### src/rtl/cycle_timer_pkg.sv
package cycle_timer_pkg;

    typedef enum logic [1:0] {
        SRC_FAST = 2'b00,
        SRC_SLOW = 2'b01,
        SRC_SEC  = 2'b10,
        SRC_MIN  = 2'b11
    } tick_src_e;

    typedef enum logic [1:0] {
        CD_IDLE = 2'b00,
        CD_RUN  = 2'b01,
        CD_HALT = 2'b10
    } cd_state_e;

    typedef enum logic {
        IRQ_REL   = 1'b0,
        IRQ_DRIVE = 1'b1
    } irq_state_e;

endpackage

### src/rtl/ct_divider.sv
module ct_divider #(
    parameter int DIV = 8
) (
    input  logic clk,
    input  logic rst_n,
    output logic tick
);
    localparam int DW = (DIV > 2) ? $clog2(DIV) : 1;
    localparam logic [DW-1:0] LAST = DW'(DIV - 1);

    logic [DW-1:0] cnt_q;

    always_ff @(posedge clk or negedge rst_n) begin
        if (!rst_n) begin
            cnt_q <= '0;
        end else if (cnt_q == LAST) begin
            cnt_q <= '0;
        end else begin
            cnt_q <= cnt_q + 1'b1;
        end
    end

    assign tick = (cnt_q == LAST);
endmodule

### src/rtl/ct_tick_select.sv
module ct_tick_select
    import cycle_timer_pkg::*;
(
    input  logic       fast_tick,
    input  logic       slow_tick,
    input  logic       sec_tick,
    input  logic       min_tick,
    input  logic [1:0] sel,
    output logic       tick
);
    tick_src_e src;

    always_comb begin
        src = tick_src_e'(sel);
        unique case (src)
            SRC_FAST: tick = fast_tick;
            SRC_SLOW: tick = slow_tick;
            SRC_SEC:  tick = sec_tick;
            SRC_MIN:  tick = min_tick;
            default:  tick = 1'b0;
        endcase
    end
endmodule

### src/rtl/ct_countdown.sv
module ct_countdown
    import cycle_timer_pkg::*;
#(
    parameter int CNT_W = 12
) (
    input  logic             clk,
    input  logic             rst_n,
    input  logic             en,
    input  logic             tick,
    input  logic [CNT_W-1:0] period,
    output logic             expire
);
    localparam logic [CNT_W-1:0] ONE = CNT_W'(1);

    cd_state_e        state_q, state_d;
    logic [CNT_W-1:0] cnt_q;
    logic             step;
    logic             load;

    // state register
    always_ff @(posedge clk or negedge rst_n) begin
        if (!rst_n) begin
            state_q <= CD_IDLE;
        end else begin
            state_q <= state_d;
        end
    end

    // next state
    always_comb begin
        state_d = state_q;
        unique case (state_q)
            CD_IDLE: if (en)  state_d = CD_RUN;
            CD_RUN:  if (!en) state_d = CD_HALT;
            CD_HALT: if (en)  state_d = CD_RUN;
            default:          state_d = CD_IDLE;
        endcase
    end

    // outputs of the machine
    always_comb begin
        load   = (state_q != CD_RUN) && en;
        step   = (state_q == CD_RUN) && en && tick;
        expire = step && (cnt_q == ONE);
    end

    always_ff @(posedge clk or negedge rst_n) begin
        if (!rst_n) begin
            cnt_q <= '0;
        end else if (load) begin
            cnt_q <= period;
        end else if (step) begin
            if (cnt_q == ONE || cnt_q == '0) begin
                cnt_q <= period;
            end else begin
                cnt_q <= cnt_q - 1'b1;
            end
        end
    end
endmodule

### src/rtl/ct_irq_gen.sv
module ct_irq_gen
    import cycle_timer_pkg::*;
#(
    parameter int PULSE_W = 256
) (
    input  logic clk,
    input  logic rst_n,
    input  logic expire,
    input  logic irq_en,
    input  logic flag_clr,
    output logic flag,
    output logic irq_n
);
    localparam int PW = $clog2(PULSE_W + 1);
    localparam logic [PW-1:0] PW_LOAD = PW'(PULSE_W - 1);

    irq_state_e    state_q, state_d;
    logic [PW-1:0] pw_q;
    logic          fire;

    assign fire = expire && irq_en;

    // sticky flag: set beats clear
    always_ff @(posedge clk or negedge rst_n) begin
        if (!rst_n) begin
            flag <= 1'b0;
        end else if (expire) begin
            flag <= 1'b1;
        end else if (flag_clr) begin
            flag <= 1'b0;
        end
    end

    // state register
    always_ff @(posedge clk or negedge rst_n) begin
        if (!rst_n) begin
            state_q <= IRQ_REL;
        end else begin
            state_q <= state_d;
        end
    end

    // next state
    always_comb begin
        state_d = state_q;
        unique case (state_q)
            IRQ_REL:   if (fire) state_d = IRQ_DRIVE;
            IRQ_DRIVE: if (!fire && pw_q == '0) state_d = IRQ_REL;
            default:   state_d = IRQ_REL;
        endcase
    end

    // width counter
    always_ff @(posedge clk or negedge rst_n) begin
        if (!rst_n) begin
            pw_q <= '0;
        end else if (fire) begin
            pw_q <= PW_LOAD;
        end else if (state_q == IRQ_DRIVE && pw_q != '0) begin
            pw_q <= pw_q - 1'b1;
        end
    end

    // outputs
    always_comb begin
        irq_n = (state_q != IRQ_DRIVE);
    end
endmodule

### src/rtl/cycle_timer_top.sv
module cycle_timer_top #(
    parameter int CNT_W    = 12,
    parameter int FAST_DIV = 8,
    parameter int SLOW_DIV = 512,
    parameter int PULSE_W  = 256
) (
    input  logic             clk,
    input  logic             rst_n,
    input  logic             sec_tick,
    input  logic             min_tick,
    input  logic             tmr_en,
    input  logic [1:0]       src_sel,
    input  logic [CNT_W-1:0] period,
    input  logic             irq_en,
    input  logic             flag_clr,
    output logic             tmr_flag,
    output logic             irq_n
);
    localparam int N_DIV = 2;

    logic [N_DIV-1:0] div_tick;
    logic             sel_tick;
    logic             expire_w;

    for (genvar i = 0; i < N_DIV; i++) begin : g_div
        ct_divider #(
            .DIV((i == 0) ? FAST_DIV : SLOW_DIV)
        ) u_div (
            .clk  (clk),
            .rst_n(rst_n),
            .tick (div_tick[i])
        );
    end

    ct_tick_select u_sel (
        .fast_tick(div_tick[0]),
        .slow_tick(div_tick[1]),
        .sec_tick (sec_tick),
        .min_tick (min_tick),
        .sel      (src_sel),
        .tick     (sel_tick)
    );

    ct_countdown #(
        .CNT_W(CNT_W)
    ) u_cd (
        .clk   (clk),
        .rst_n (rst_n),
        .en    (tmr_en),
        .tick  (sel_tick),
        .period(period),
        .expire(expire_w)
    );

    ct_irq_gen #(
        .PULSE_W(PULSE_W)
    ) u_irq (
        .clk     (clk),
        .rst_n   (rst_n),
        .expire  (expire_w),
        .irq_en  (irq_en),
        .flag_clr(flag_clr),
        .flag    (tmr_flag),
        .irq_n   (irq_n)
    );
endmodule

### config.mk
export PLATFORM = sky130hd
export DESIGN_NAME = cycle_timer_top
export DESIGN_NICKNAME = d
export VERILOG_FILES = /design/src/rtl/cycle_timer_pkg.sv /design/src/rtl/ct_divider.sv /design/src/rtl/ct_tick_select.sv /design/src/rtl/ct_countdown.sv /design/src/rtl/ct_irq_gen.sv /design/src/rtl/cycle_timer_top.sv
export SDC_FILE = /design/constraint.sdc
export NUM_CORES = 1
export LEC_CHECK = 0
export BUFFER_PORTS_ARGS = -buffer_cell sky130_fd_sc_hd__clkbuf_2
export CAP_MARGIN = 0
export CORE_MARGIN = 2
export CORE_UTILIZATION = 45
export CTS_BUF_LIST = sky130_fd_sc_hd__clkbuf_4 sky130_fd_sc_hd__clkbuf_8 sky130_fd_sc_hd__clkbuf_16
export CTS_CLUSTER_SIZE = 24
export DETAILED_ROUTE_END_ITERATION = 6
export SETUP_SLACK_MARGIN = 0.2
export SLEW_MARGIN = 10
export SYNTH_ARGS = -nofsm -noshare
export SYNTH_HDL_FRONTEND = slang
export SYNTH_SLANG_ARGS = --single-unit
### constraint.sdc
create_clock -name clk -period 2.85 [get_ports clk]
set_clock_uncertainty 0.2 [all_clocks]
set_input_delay 0.855 -clock clk [delete_from_list [all_inputs] [get_ports clk]]
set_output_delay 0.855 -clock clk [all_outputs]
set_load 0.02 [all_outputs]
==> metrics <==
status=finished clean; Seq pwr share=~51%; met1 Use GR=around a quarter; Avg Cell Area, Syn=approximately 9.6 sq um; fillers=just over 400; Die X=70.6 um; PortBufs=22; Synth Register Bits=37; post-route ant nets=0; total CTS buffers=5; Core Util, Final=between 50% and 60%; combinational share of power=about a quarter; setup TNS=0 ns; class of the worst hold path=register to register; YS warnings=0; H-tree depth=2; number of vias per cell=5.31; PD cells=roughly 670 nW/um^2; hold_buf cts=0; crit path kind=register to register; Mapped Area=2000 sq um; synth unique cells=40; fin crit share=approximately 83%; crit-path max FO=10; final setup fails=0; WL/cell=between 10 and 15 um; largest net degree at the start of global routing=38; vias in the first global route=roughly 1500; ys async rst share=100%; post-CTS setup buffer count=0; nets@finish=265; max-cap viol count=0; net switching power figure=499 uW; Worst IR Drop VDD=0.000361 V; met2 usage=between 20% and 30%; worst-path cell chain=ha_1 > nand2_1 > nor2_1 > and3_1 > ha_1 > mux2i_1 > o22ai_2 > and4bb_1 > nand3_2 > and3_1; Post-Layout Cell Count=around 290; GRT Util Overall=16.9%; layout cell share with drive strength beyond 1=about 17%; RSZ-0062 raised after global routing=false; Clock Latency Late Sink=0.28 ns; proportion of power drawn by the clock network=roughly a quarter; die area=4980 sq um; Routed WL=roughly 3800 um; busiest layer in global routing=met2; Total Power=roughly 1500 uW; area grow syn2layout=13.8%; Final WS setup=about 0.48 ns; Post-Syn Instances=approximately 210; Max Root-Sink Buffers=2; Sinks on Clock Net=37; Pleak=just over 0.001 uW; Iter 0 DRT Violations=74; antenna violations before repair=0; min Tclk post-route=~2.4 ns; Clock transition at path regs=~0.070 ns; Row Count=24; fmax=0.422 GHz; Max Slew Vio Count=0; fraction of the yosys area taken by sequential cells=46.4%; starting density of the core=between 40% and 50%; first-pass GRT wire length=approximately 6700 um; critical path arrival=between 2 and 2.5 ns; GR Util met3=approximately 3.6%; syn_nets=236; router iterations before antenna repair=4; Synth Flop Type=dfrtp_1; Core Area=4320 sq um; CTS tree=built; Post-synth EDFFs=0; Net Sw Frac=between 30% and 40%; slowest stage delay, CP=0.36 ns; dpl ws=roughly 0.37 ns; antenna cells=0; detailed-route DRC error count=0; actual slew at the worst max-slew pin=roughly 0.55 ns; gr ovfl total=0; Critical Path Start Type=register; CP Capture Type=register; dpl cells=roughly 280; Worst Path Required=roughly 2.8 ns; post_cts resized=0; Die Ht=a little over 70 um; Internal=1020 uW; detailed placement HPWL=approximately 2800 um; Worst slew margin=a little over three fifths; Final Hold Fails=0; placer congestion estimate=around 0.76; crit path max-delay cell type=dfrtp_1; Via Count=approximately 1500; CTS Root Cell=clkbuf_8; boundary pin count=23
==> per-stage QoR <==
step                instance area [sq um]  hold WS (ns)
global route                         2270         0.239
finish                               2270         0.226
detailed placement                   2170         0.221
floorplan                            2000         0.203
CTS                                  2260         0.231
global placement                     2170         0.218
==> power by group through the flow <==
| stage | Combinational (uW) | Sequential (uW) | Clock [uW] |
|---|---|---|---|
| floorplan | 312 | 738 | 0 |
| global placement | 379 | 776 | 0 |
| detailed placement | 382 | 778 | 0 |
| CTS | 383 | 767 | 390 |
| global route | 439 | 790 | 404 |
| finish | 378 | 767 | 372 |
==> flip-flops by register name, indices dropped and copies added (netlist names) <==
signal             flops
g_div.u_div.cnt_q     12
u_cd.cnt_q            12
u_irq.pw_q             9
u_cd.state_q           2
u_irq.flag             1
u_irq.state_q          1
==> logic make-up (layout without fill, tap and decap cells) <==
group	Yosys count	after routing	share of synthesized area [%]
xor gates and xnor gates	9	9	3.95
buffers and inverters	13	42	3.39
adders and majority gates	8	8	5.02
muxes	8	8	4.01
AOI/OAI and AO/OA	45	45	13.2
and+or+nand+nor	87	87	24.1
DFF	37	37	46.4
==> worst max-delay path, delay by kind of cell (launching register included) <==
kind | cells | cell delay (ns)
AND/OR/NAND/NOR | 6 | 1.08
flip-flops | 1 | 0.36
AO/OA/AOI/OAI | 1 | 0.16
adder cells (fa/ha/maj) | 2 | 0.37
multiplexers | 1 | 0.09
==> layer usage <==
| layer | wire (um) | vias to the layer above |
|---|---|---|
| met5 | 0 | - |
| met4 | 37 | 0 |
| met3 | 116 | 7 |
| met2 | 1680 | 18 |
| met1 | 1930 | 712 |
| li1 | - | 792 |
==> cell usage after synthesis (2+ instances only) <==
library cell | count | area (sq um)
nand4_1 | 3 | 18.8
xnor2_1 | 4 | 35.0
nand3b_1 | 5 | 37.5
nor3_1 | 4 | 20.0
ha_1 | 8 | 100
nor2_1 | 14 | 52.6
dfrtp_1 | 37 | 926
buf_2 | 3 | 15.0
and2_1 | 3 | 18.8
nand3_1 | 11 | 55.1
o21ai_0 | 3 | 15.0
nor2b_1 | 2 | 12.5
nand2_1 | 22 | 82.6
nor4_1 | 2 | 12.5
and3_1 | 3 | 18.8
o2bb2ai_1 | 2 | 17.5
nand2b_1 | 6 | 37.5
o22ai_1 | 2 | 12.5
xor2_1 | 5 | 43.8
o211ai_1 | 2 | 15.0
or3_1 | 4 | 25.0
o311ai_1 | 2 | 17.5
o21ai_1 | 11 | 55.1
a21oi_1 | 19 | 95.1
buf_6 | 2 | 22.5
mux2i_1 | 8 | 80.1
inv_1 | 7 | 26.3
==> final timing paths <==
check | start | endpoint | slack [ns] | cells after the start
worst max register to register | g_div[1].u_div.cnt_q[0] | u_irq.pw_q[8] | 0.48 | 10
max in group asynchronous | rst_n | g_div[1].u_div.cnt_q[0] | 1.71 | 2
worst max-delay path | g_div[1].u_div.cnt_q[0] | u_irq.pw_q[8] | 0.48 | 10
worst min-delay path | g_div[0].u_div.cnt_q[0] | g_div[0].u_div.cnt_q[0] | 0.23 | 1
min in group asynchronous | rst_n | u_cd.cnt_q[8] | 0.40 | 2
worst min register to register | g_div[0].u_div.cnt_q[0] | g_div[0].u_div.cnt_q[0] | 0.23 | 1
==> final cells by class <==
cell class	instances	area (sq um)	area share, %
Inverter	7	26.3	1.16
Multi-Input combinational cell	157	1010	44.4
Sequential cell	37	926	40.8
Timing Repair Buffer	28	155	6.83
Tap cell	52	65.1	2.87
Clock buffer	7	90.1	3.97
==> cells in the final DEF, fill, tap and decap left out, drive strengths merged, types with 5 or more instances in the layout <==
cell and n:
nand2b 6, clkbuf 29, dfrtp 37, nand2 23, nor2 14, a21oi 19, inv 7, nand3 12
ha 8, mux2i 8, buf 6, nand3b 5, xor2 5, o21ai 14
Power figures use the tool's default switching activity.
